==> config.mk <==
export PLATFORM = sky130hd
export DESIGN_NAME = sdcmd_port
export DESIGN_NICKNAME = d
export VERILOG_FILES = /design/src/rtl/sdcmd_pkg.sv /design/src/rtl/sdcmd_timer.sv /design/src/rtl/sdcmd_regs.sv /design/src/rtl/sdcmd_ctrl.sv /design/src/rtl/sdcmd_port.sv
export SDC_FILE = /design/constraint.sdc
export NUM_CORES = 1
export LEC_CHECK = 0
export BUFFER_PORTS_ARGS = -buffer_cell sky130_fd_sc_hd__buf_2
export CELL_PAD_IN_SITES_DETAIL_PLACEMENT = 0
export CELL_PAD_IN_SITES_GLOBAL_PLACEMENT = 1
export CORE_ASPECT_RATIO = 0.7
export CORE_MARGIN = 1.5
export CORE_UTILIZATION = 45
export CTS_CLUSTER_DIAMETER = 50
export DETAILED_ROUTE_END_ITERATION = 6
export HOLD_SLACK_MARGIN = 0.08
export PLACE_DENSITY_LB_ADDON = 0.1
export SYNTH_ARGS = -nofsm -noshare
export SYNTH_HDL_FRONTEND = slang
export SYNTH_HIERARCHICAL = 1
export SYNTH_SLANG_ARGS = --single-unit
==> constraint.sdc <==
create_clock -name clk -period 17.4 [get_ports clk]
set_clock_uncertainty 0.1 [all_clocks]
set_input_delay 0.87 -clock clk [delete_from_list [all_inputs] [get_ports clk]]
set_output_delay 0.87 -clock clk [all_outputs]
set_load 0.02 [all_outputs]
==> src/rtl/sdcmd_pkg.sv <==
package sdcmd_pkg;
  localparam logic [15:0] CMD_KEY = 16'hA55A;
  localparam int RW = 32;

  typedef enum logic [2:0] {
    RI_ADDR = 3'd0,
    RI_TXD  = 3'd1,
    RI_CMD  = 3'd2,
    RI_STAT = 3'd3,
    RI_CTRL = 3'd4,
    RI_RXD  = 3'd5
  } reg_idx_e;

  localparam int FL_DONE = 0;
  localparam int FL_ERR  = 1;
  localparam int NFLAG   = 2;

  typedef enum logic {
    ST_IDLE = 1'b0,
    ST_BUSY = 1'b1
  } cmd_st_e;
endpackage

==> src/rtl/sdcmd_timer.sv <==
module sdcmd_timer #(
  parameter int TO_W = 8
) (
  input  logic            clk,
  input  logic            rst_n,
  input  logic            clr,
  input  logic            run,
  input  logic [TO_W-1:0] limit,
  output logic            expired
);
  logic [TO_W-1:0] cnt_q, cnt_d;

  always_comb begin
    cnt_d = cnt_q;
    if (clr)      cnt_d = '0;
    else if (run) cnt_d = cnt_q + TO_W'(1);
  end

  always_ff @(posedge clk or negedge rst_n) begin
    if (!rst_n) cnt_q <= '0;
    else if (clr || run) cnt_q <= cnt_d;
  end

  assign expired = run && (limit != '0) && (cnt_q == limit - TO_W'(1));
endmodule

==> src/rtl/sdcmd_regs.sv <==
module sdcmd_regs
  import sdcmd_pkg::*;
#(
  parameter int AW   = 32,
  parameter int DW   = 32,
  parameter int TO_W = 8
) (
  input  logic             clk,
  input  logic             rst_n,
  input  logic             reg_we,
  input  logic [2:0]       reg_idx,
  input  logic [RW-1:0]    reg_wdata,
  output logic [RW-1:0]    reg_rdata,
  output logic             cmd_wr,
  output logic [AW-1:0]    addr_q,
  output logic [DW-1:0]    txd_q,
  output logic [TO_W-1:0]  to_lim,
  input  logic [NFLAG-1:0] flag_set,
  input  logic             rx_load,
  input  logic [DW-1:0]    rx_in,
  output logic [NFLAG-1:0] flags,
  output logic [DW-1:0]    rx_q
);
  logic wr_addr, wr_txd, wr_stat, wr_ctrl;
  logic [AW-1:0]   addr_d;
  logic [DW-1:0]   txd_d, rx_d;
  logic [TO_W-1:0] lim_d;

  always_comb begin
    wr_addr = reg_we && (reg_idx == RI_ADDR);
    wr_txd  = reg_we && (reg_idx == RI_TXD);
    cmd_wr  = reg_we && (reg_idx == RI_CMD);
    wr_stat = reg_we && (reg_idx == RI_STAT);
    wr_ctrl = reg_we && (reg_idx == RI_CTRL);
    addr_d  = reg_wdata[AW-1:0];
    txd_d   = reg_wdata[DW-1:0];
    lim_d   = reg_wdata[TO_W-1:0];
    rx_d    = rx_in;
  end

  always_ff @(posedge clk or negedge rst_n) begin
    if (!rst_n) begin
      addr_q <= '0;
      txd_q  <= '0;
      to_lim <= '0;
      rx_q   <= '0;
    end else begin
      if (wr_addr) addr_q <= addr_d;
      if (wr_txd)  txd_q  <= txd_d;
      if (wr_ctrl) to_lim <= lim_d;
      if (rx_load) rx_q   <= rx_d;
    end
  end

  for (genvar g = 0; g < NFLAG; g++) begin : g_flag
    logic fl_d;
    always_comb begin
      fl_d = flags[g];
      if (flag_set[g])                  fl_d = 1'b1;
      else if (wr_stat && reg_wdata[g]) fl_d = 1'b0;
    end
    always_ff @(posedge clk or negedge rst_n) begin
      if (!rst_n) flags[g] <= 1'b0;
      else        flags[g] <= fl_d;
    end
  end

  always_comb begin
    reg_rdata = '0;
    case (reg_idx)
      RI_ADDR: reg_rdata[AW-1:0]    = addr_q;
      RI_TXD:  reg_rdata[DW-1:0]    = txd_q;
      RI_STAT: reg_rdata[NFLAG-1:0] = flags;
      RI_CTRL: reg_rdata[TO_W-1:0]  = to_lim;
      RI_RXD:  reg_rdata[DW-1:0]    = rx_q;
      default: reg_rdata = '0;
    endcase
  end
endmodule

==> src/rtl/sdcmd_ctrl.sv <==
module sdcmd_ctrl
  import sdcmd_pkg::*;
#(
  parameter int AW  = 32,
  parameter int DW  = 32,
  parameter int OPW = 4
) (
  input  logic             clk,
  input  logic             rst_n,
  input  logic             cmd_wr,
  input  logic [15:0]      cmd_key,
  input  logic [OPW-1:0]   cmd_op,
  input  logic [AW-1:0]    addr_in,
  input  logic [DW-1:0]    txd_in,
  input  logic             iss_ack,
  input  logic             iss_fail,
  input  logic             tmo,
  output logic             start,
  output logic             busy,
  output logic [OPW-1:0]   op_q,
  output logic [AW-1:0]    ad_q,
  output logic [DW-1:0]    wd_q,
  output logic [NFLAG-1:0] flag_set,
  output logic             rx_load
);
  cmd_st_e        st_q, st_d;
  logic [OPW-1:0] op_d;
  logic [AW-1:0]  ad_d;
  logic [DW-1:0]  wd_d;
  logic           key_ok;

  always_comb begin
    st_d     = st_q;
    op_d     = op_q;
    ad_d     = ad_q;
    wd_d     = wd_q;
    start    = 1'b0;
    flag_set = '0;
    rx_load  = 1'b0;
    key_ok   = (cmd_key == CMD_KEY);
    case (st_q)
      ST_IDLE: begin
        if (cmd_wr) begin
          if (key_ok) begin
            start = 1'b1;
            st_d  = ST_BUSY;
            op_d  = cmd_op;
            ad_d  = addr_in;
            wd_d  = txd_in;
          end else begin
            flag_set[FL_ERR] = 1'b1;
          end
        end
      end
      ST_BUSY: begin
        if (cmd_wr) flag_set[FL_ERR] = 1'b1;
        if (iss_ack) begin
          st_d = ST_IDLE;
          if (iss_fail) begin
            flag_set[FL_ERR] = 1'b1;
          end else begin
            flag_set[FL_DONE] = 1'b1;
            rx_load = !op_q[OPW-1];
          end
        end else if (tmo) begin
          st_d = ST_IDLE;
          flag_set[FL_ERR] = 1'b1;
        end
      end
      default: st_d = ST_IDLE;
    endcase
  end

  always_ff @(posedge clk or negedge rst_n) begin
    if (!rst_n) begin
      st_q <= ST_IDLE;
      op_q <= '0;
      ad_q <= '0;
      wd_q <= '0;
    end else begin
      st_q <= st_d;
      if (start) begin
        op_q <= op_d;
        ad_q <= ad_d;
        wd_q <= wd_d;
      end
    end
  end

  assign busy = (st_q == ST_BUSY);
endmodule

==> src/rtl/sdcmd_port.sv <==
module sdcmd_port
  import sdcmd_pkg::*;
#(
  parameter int AW   = 32,
  parameter int DW   = 32,
  parameter int OPW  = 4,
  parameter int TO_W = 8
) (
  input  logic           clk,
  input  logic           rst_n,
  input  logic           reg_we,
  input  logic [2:0]     reg_idx,
  input  logic [31:0]    reg_wdata,
  output logic [31:0]    reg_rdata,
  output logic           iss_req,
  output logic [OPW-1:0] iss_op,
  output logic           iss_write,
  output logic [AW-1:0]  iss_addr,
  output logic [DW-1:0]  iss_wdata,
  input  logic           iss_ack,
  input  logic           iss_fail,
  input  logic [DW-1:0]  iss_rdata
);
  logic [1:0]       rst_pipe;
  logic             rst_q_n;
  logic             cmd_wr, start, busy, tmo, rx_load;
  logic [AW-1:0]    addr_q;
  logic [DW-1:0]    txd_q, rx_val;
  logic [TO_W-1:0]  to_lim;
  logic [NFLAG-1:0] flag_set, flags;
  logic             flag_done, flag_err;

  always_ff @(posedge clk or negedge rst_n) begin
    if (!rst_n) rst_pipe <= 2'b00;
    else        rst_pipe <= {rst_pipe[0], 1'b1};
  end
  assign rst_q_n = rst_pipe[1];

  sdcmd_regs #(.AW(AW), .DW(DW), .TO_W(TO_W)) u_regs (
    .clk(clk), .rst_n(rst_q_n), .reg_we(reg_we), .reg_idx(reg_idx),
    .reg_wdata(reg_wdata), .reg_rdata(reg_rdata), .cmd_wr(cmd_wr),
    .addr_q(addr_q), .txd_q(txd_q), .to_lim(to_lim), .flag_set(flag_set),
    .rx_load(rx_load), .rx_in(iss_rdata), .flags(flags), .rx_q(rx_val)
  );

  sdcmd_ctrl #(.AW(AW), .DW(DW), .OPW(OPW)) u_ctrl (
    .clk(clk), .rst_n(rst_q_n), .cmd_wr(cmd_wr), .cmd_key(reg_wdata[31:16]),
    .cmd_op(reg_wdata[OPW-1:0]), .addr_in(addr_q), .txd_in(txd_q),
    .iss_ack(iss_ack), .iss_fail(iss_fail), .tmo(tmo), .start(start),
    .busy(busy), .op_q(iss_op), .ad_q(iss_addr), .wd_q(iss_wdata),
    .flag_set(flag_set), .rx_load(rx_load)
  );

  sdcmd_timer #(.TO_W(TO_W)) u_timer (
    .clk(clk), .rst_n(rst_q_n), .clr(start), .run(busy),
    .limit(to_lim), .expired(tmo)
  );

  assign iss_req   = busy;
  assign iss_write = iss_op[OPW-1];
  assign flag_done = flags[FL_DONE];
  assign flag_err  = flags[FL_ERR];
endmodule

==> impl_metrics.env, run 1 <==
export IMPL_finalHoldViolCount=0
export IMPL_drv_slew=0
export IMPL_period_share=0.2360
export IMPL_worst_pin_slew_ns=1.192
export IMPL_drv_cap=0
export IMPL_fin_hold_ws_ns=0.2342
export IMPL_syn_area_per_cell_um2=13.93
export IMPL_synth_xor_area_frac=0.01526
export IMPL_cp_arrival_ns=3.14
export IMPL_die_h_um=118.2
export IMPL_fin_ws_ns=13.29
export IMPL_core_area_um2=18260
export IMPL_start_util=0.4670
export IMPL_synthMuxAreaShare=0.2936
export IMPL_ant_nets=0
export IMPL_drc=0
export IMPL_drive_above_1_share=0.5374
export IMPL_path_buf_inv=3
export IMPL_final_cells=1028
export IMPL_antenna_found_initial=2
export IMPL_crit_family="simple AND/OR/NAND/NOR gates"
export IMPL_grt_setup_unrepaired="false"
export IMPL_cts_sinks=185
export IMPL_htree_levels=4
export IMPL_synth_nets=687
export IMPL_finalPower_mw=1.041
export IMPL_post_cts_resized=0
export IMPL_startpoint_type="input pin"
export IMPL_yosysWarnings=6
export IMPL_dominantRegCellSynth="dfrtp_1"
export IMPL_synth_compound_area_frac=0.03169
export IMPL_overflow=0
export IMPL_switching_share=0.2603
export IMPL_internal_power_mw=0.7702
export IMPL_avgViaCountPerCell=5.338
export IMPL_p_seq_frac=0.484
export IMPL_layout_common_cells="dfrtp_1 (184), buf_2 (173), mux2_2 (128)"
export IMPL_cts_tree="yes"
export IMPL_nets=851
export IMPL_critPathLaunch="reg_idx[0]"
export IMPL_crit_path_end_kind="output port"
export IMPL_n_fill_cell=1550
export IMPL_grt_max_degree=72
export IMPL_wire_per_inst_um=19.69
export IMPL_synth_top_area_frac=0.5428
export IMPL_worst_path_max_delay_cell="and2_1"
export IMPL_async_reset_ff_frac=1.000
export IMPL_gp_congestion=0.7526
export IMPL_wirelength_um=20250
export IMPL_insertion_delay_ns=0.44
export IMPL_ys_ff_latch=185
export IMPL_place_area_um2=9524
export IMPL_min_path_type="reg -> async"
export IMPL_fin_area_um2=10150
export IMPL_synth_top_family_by_area="multiplexers"
export IMPL_max_stage_delay_ns=1.02
export IMPL_required_ns=16.43
export IMPL_cpMostUsedCell="buf_2"
export IMPL_clk_pin_slew_worst_paths_ns=0.08
export IMPL_setup_viol=0
export IMPL_synth_cell_type_count=48
export IMPL_dp_cells=992
export IMPL_pre_cts_ws_ns=13.29
export IMPL_dieArea_um2=19800
export IMPL_dp_hpwl_um=13490
export IMPL_synth_top_area_cell="dfrtp_1"
export IMPL_synth_edf_count=0
export IMPL_r2r_start="rst_pipe[1]$_DFF_PN0_"
export IMPL_yosys_top_cells_area="dfrtp_1 (54%), mux2_2 (17%), mux2_4 (7.0%)"
export IMPL_relSlewSlack=0.2053
export IMPL_area_growth_pct=19.06
export IMPL_cts_made_buffers=17
export IMPL_num_vias=5487
export IMPL_syn_area_um2=8528
export IMPL_firstDrtPassIters=5
export IMPL_status="finished clean"
export IMPL_synth_adder_area_share=0.004401
export IMPL_p_leak_nw=5.005
export IMPL_path_cells="buf_2, buf_4, and2_1, nand2_1, a21oi_1, buf_2"
export IMPL_grt_pass1_wl_um=32230
export IMPL_port_buffers=173
export IMPL_power_density_nw_per_um2=102.5
export IMPL_drt_first_iter_violations=299
export IMPL_tns_ns=0
export IMPL_mostFrequentLayoutCell="dfrtp_1"
export IMPL_synthCells=612
export IMPL_ir_drop_mv=0.05722
export IMPL_power_share_clock=0.389
export IMPL_grt_usage=0.2116
export IMPL_clock_root_buffer="clkbuf_16"
export IMPL_num_io_pins=174
export IMPL_final_util=0.5560
export IMPL_worstSetupPathType="in -> out"
export IMPL_cts_buffer_depth=2
export IMPL_die_w_um=167.5
export IMPL_p_sw_mw=0.2710
export IMPL_timing_fmax_mhz=243.6
export IMPL_synth_simple_area_share=0.08128
export IMPL_comb_power_share=0.127
export IMPL_first_global_vias=5828
export IMPL_placementRows=41
export IMPL_ys_seq_area_frac=0.5428
export IMPL_critPathMaxFanout=41
export IMPL_post_route_min_period_ns=4.106
-- Yosys cell counts (2+ instances only) --
cell / number
inv_1: 3
nand2_1: 33
xor2_1: 6
nand4_1: 6
nand3b_1: 2
buf_4: 6
or2_2: 24
mux2i_1: 27
a31oi_1: 2
ha_1: 3
buf_6: 10
buf_2: 10
dfrtp_1: 185
clkbuf_1: 11
mux2_1: 5
xnor2_1: 7
and4bb_2: 4
a21o_1: 3
nand2b_1: 2
nor3b_4: 2
and2_1: 2
o21ai_0: 4
mux2_4: 40
nor3_1: 6
mux2_2: 128
a21oi_1: 28
nor3_2: 2
mux4_2: 6
nor2b_1: 12
nor2_1: 15
-- power groups by stage --
| stage | sequential [mW] | clock [mW] | combinational (mW) |
|---|---|---|---|
| CTS | 0.504 | 0.415 | 0.133 |
| global placement | 0.509 | 0 | 0.128 |
| detailed placement | 0.513 | 0 | 0.131 |
| finish | 0.504 | 0.405 | 0.132 |
| global route | 0.511 | 0.434 | 0.145 |
| floorplan | 0.504 | 0 | 0.0934 |
-- cell type report --
cell class,count,area [µm²],area share
Clock inverter,12,165.2,0.01627
Clock buffer,20,446.7,0.04399
Tap cell,236,295.3,0.02908
Timing Repair Buffer,182,935.9,0.09217
Sequential cell,185,4633,0.4563
Antenna cell,3,7.507,0.0007394
Multi-Input combinational cell,387,3659,0.3603
Inverter,3,11.26,0.001109
-- state kept, by name, indices dropped and copies added (netlist names) --
name	flops
u_regs/to_lim	8
u_ctrl/op_q	4
u_ctrl/wd_q	32
u_ctrl/busy	1
u_regs/addr_q	32
u_regs/rx_q	32
rst_pipe	2
u_timer/cnt_q	8
u_ctrl/ad_q	32
u_regs/txd_q	32
u_regs/flags	2
-- path summary, 6_finish.rpt --
kind                                                     to  slack (ns)  cells after the start
worst max-delay path                          reg_rdata[14]       13.29                      6
worst min-delay path            u_regs/rx_q[20]$_DFFE_PN0P_        0.23                      0
worst max register to register  u_ctrl/wd_q[27]$_DFFE_PN0P_       14.80                      2
worst min register to register  u_regs/rx_q[20]$_DFFE_PN0P_        0.23                      0
max in group asynchronous       u_ctrl/wd_q[27]$_DFFE_PN0P_       14.80                      2
min in group clk                      rst_pipe[1]$_DFF_PN0_        0.26                      0
-- repair_timing --
action,4_1_cts,5_1_grt
hold endpoints to repair,0,2
buffers inserted,0,0
hold buffers,0,1
endpoints found under the setup margin,0,0
-- per-layer routing --
layer | vias to the layer above | share of wire | GRT usage
li1 | 2503 | - | -
met1 | 2840 | 0.49 | 0.2942
met2 | 132 | 0.45 | 0.3268
met3 | 12 | 0.052 | 0.06095
met4 | 0 | 0.0085 | 0.05180
met5 | - | 0 | 0
-- cell families after synthesis --
group | after synthesis
mux | 206
flops | 185
simple gates | 118
compound gates | 45
buf+inv | 40
xor+xnor | 14
fa+ha+maj | 3
other cells | 1
Power figures use the tool's default switching activity.
==> run 2: changes to the inputs <==
--- a/config.mk
+++ b/config.mk
@@ -10,7 +10,7 @@
 export CELL_PAD_IN_SITES_GLOBAL_PLACEMENT = 1
 export CORE_ASPECT_RATIO = 0.7
 export CORE_MARGIN = 1.5
-export CORE_UTILIZATION = 45
+export CORE_UTILIZATION = 40
 export CTS_CLUSTER_DIAMETER = 50
 export DETAILED_ROUTE_END_ITERATION = 6
 export HOLD_SLACK_MARGIN = 0.08
==> constraint.sdc (replaced) <==
create_clock -name clk -period 3.73 [get_ports clk]
set_clock_uncertainty 0.1 [all_clocks]
set_input_delay 0.1865 -clock clk [delete_from_list [all_inputs] [get_ports clk]]
set_output_delay 0.1865 -clock clk [all_outputs]
set_load 0.02 [all_outputs]
==> run 2 against run 1 <==
Count of clock-buffer cells in the layout down 1. Via count up 2.0%. Flip-flop and latch count unchanged. First-iteration DRC count down 3.7%. Critical path depth up 1. Non-clock buffer count up 72. Power rose to 4.6 times the previous value. Largest power group unchanged. Critical endpoint is now reg_rdata[11]. Setup slack worse by 12 ns. Design area up 7.4%. Clock power rose to 4.3 times the previous value.
==> impl_metrics.env, run 2 (synthesized netlist as in run 1, its figures left out) <==
export IMPL_status="finished clean"
export IMPL_dieArea_um2=22220
export IMPL_num_io_pins=174
export IMPL_fin_area_um2=10910
export IMPL_min_delay_start="iss_fail"
export IMPL_num_vias=5598
export IMPL_use_met1=0.2767
export IMPL_grt_max_degree=77
export IMPL_num_antenna_cells=0
export IMPL_core_area_um2=20810
export IMPL_n_fill_cell=1835
export IMPL_reg2reg_to="u_regs/rx_q[19]$_DFFE_PN0P_"
export IMPL_drive_above_1_share=0.5006
export IMPL_hold_buffers=68
export IMPL_antenna_found_initial=0
export IMPL_gp_congestion=0.7973
export IMPL_required_ns=3.44
export IMPL_ir_drop_mv=0.3030
export IMPL_met3_usage=0.04745
export IMPL_cp_arrival_ns=2.40
export IMPL_dp_cells=1037
export IMPL_startpoint_type="input pin"
export IMPL_tns_ns=0
export IMPL_clock_root_buffer="clkbuf_16"
export IMPL_p_leak_nw=5.319
export IMPL_cts_made_buffers=17
export IMPL_r2r_cells=4
export IMPL_cts_buffer_depth=2
export IMPL_r2r_start="u_ctrl/busy$_DFF_PN0_"
export IMPL_wire_per_inst_um=18.28
export IMPL_p_sw_mw=1.297
export IMPL_layout_common_cells="dfrtp_1 (184), buf_2 (173), mux2_2 (128)"
export IMPL_cts_tree="yes"
export IMPL_clk_pin_slew_worst_paths_ns=0.07
export IMPL_start_util=0.4098
export IMPL_power_share_clock=0.368
export IMPL_period_share=0.7214
export IMPL_drv_slew=0
export IMPL_finalPower_mw=4.776
export IMPL_busiest_layer="met2"
export IMPL_post_route_min_period_ns=2.691
export IMPL_timing_fmax_mhz=371.6
export IMPL_cts_sinks=185
export IMPL_multi_input_area_um2=3659
export IMPL_drc=0
export IMPL_worst_pin_slew_ns=0.8638
export IMPL_fin_ws_ns=1.039
export IMPL_comb_power_share=0.140
export IMPL_grt_setup_unrepaired="false"
export IMPL_mostFrequentLayoutCell="dfrtp_1"
export IMPL_internal_power_mw=3.479
export IMPL_seq_area_um2=4633
export IMPL_port_buffers=173
export IMPL_r2r_slack_ns=1.28
export IMPL_firstDrtPassIters=4
export IMPL_grt_pass1_wl_um=33150
export IMPL_ant_nets=0
export IMPL_setup_viol=0
export IMPL_insertion_delay_ns=0.43
export IMPL_area_growth_pct=27.92
export IMPL_p_seq_frac=0.492
export IMPL_overflow=0
export IMPL_place_area_um2=9649
export IMPL_die_w_um=177.5
export IMPL_worstSetupPathType="in -> out"
export IMPL_drt_first_iter_violations=288
export IMPL_pre_cts_ws_ns=0.9497
export IMPL_nets=923
export IMPL_min_path_type="in -> reg"
export IMPL_grt_usage=0.1956
export IMPL_holdPathStages=4
export IMPL_post_cts_resized=0
export IMPL_htree_levels=4
export IMPL_avgViaCountPerCell=4.923
export IMPL_final_cells=1137
export IMPL_hold_end="u_regs/flags[0]$_DFFE_PN0P_"
export IMPL_die_h_um=125.2
export IMPL_crit_path_end_kind="output port"
export IMPL_finalHoldViolCount=0
export IMPL_met2_usage=0.2985
export IMPL_dp_hpwl_um=14290
export IMPL_post_cts_buffers=0
export IMPL_relSlewSlack=0.4241
export IMPL_placementRows=44
export IMPL_switching_share=0.2715
export IMPL_drv_cap=0
export IMPL_power_density_nw_per_um2=437.8
export IMPL_wirelength_um=20780
export IMPL_critPathMaxFanout=26
export IMPL_first_global_vias=6050
## run 2: power by group through the flow
stage	combinational (mW)	clock, mW	sequential [mW]
6_report	0.668	1.76	2.35
5_1_grt	0.733	1.90	2.39
4_1_cts	0.677	1.82	2.35
3_5_place_dp	0.619	0	2.39
3_3_place_gp	0.602	0	2.38
2_1_floorplan	0.436	0	2.35
## run 2: critical path, cell delays in order
cell and delay, ns:
buf_2 0.41, buf_4 0.51, and2_1 0.49, buf_4 0.32, nand2_1 0.09, a21oi_1 0.18, buf_2 0.20
## run 2: layout make-up
cell class | count | share of cell area
multi-input cells | 387 | 0.3354
repair buffers | 254 | 0.1541
flip-flops and latches | 185 | 0.4247
inverters | 3 | 0.001032
clock inverters | 13 | 0.01158
clock buffers | 19 | 0.04152
well taps | 276 | 0.03166
## run 2: worst max path at each step
stage,end,startpoint,slack (ns),cells past startpoint
CTS,reg_rdata[11],reg_idx[0],1.0,7
global placement,u_ctrl/ad_q[30]$_DFFE_PN0P_,reg_idx[0],1.05,6
finish,reg_rdata[11],reg_idx[0],1.04,7
detailed placement,u_ctrl/ad_q[24]$_DFFE_PN0P_,reg_idx[0],0.95,6
global route,reg_rdata[10],reg_idx[0],0.87,7
floorplan,u_ctrl/ad_q[0]$_DFFE_PN0P_,rst_pipe[1]$_DFF_PN0_,0.58,0
## run 2: metal layers
metal	part of all wire	vias to the layer above
met2	0.45	142
met1	0.49	2799
met3	0.054	13
li1	-	2644
met4	0.0072	0
met5	0	-
## run 2: metrics by stage
| stage | hold WS (ns) | util |
|---|---|---|
| 6_report | 0.1896 | 0.5242 |
| 5_1_grt | 0.1779 | 0.5242 |
| 4_1_cts | 0.1667 | 0.5242 |
| 3_5_place_dp | -0.1253 | 0.4637 |
| 3_3_place_gp | -0.1274 | 0.4637 |
| 2_1_floorplan | -0.2091 | - |
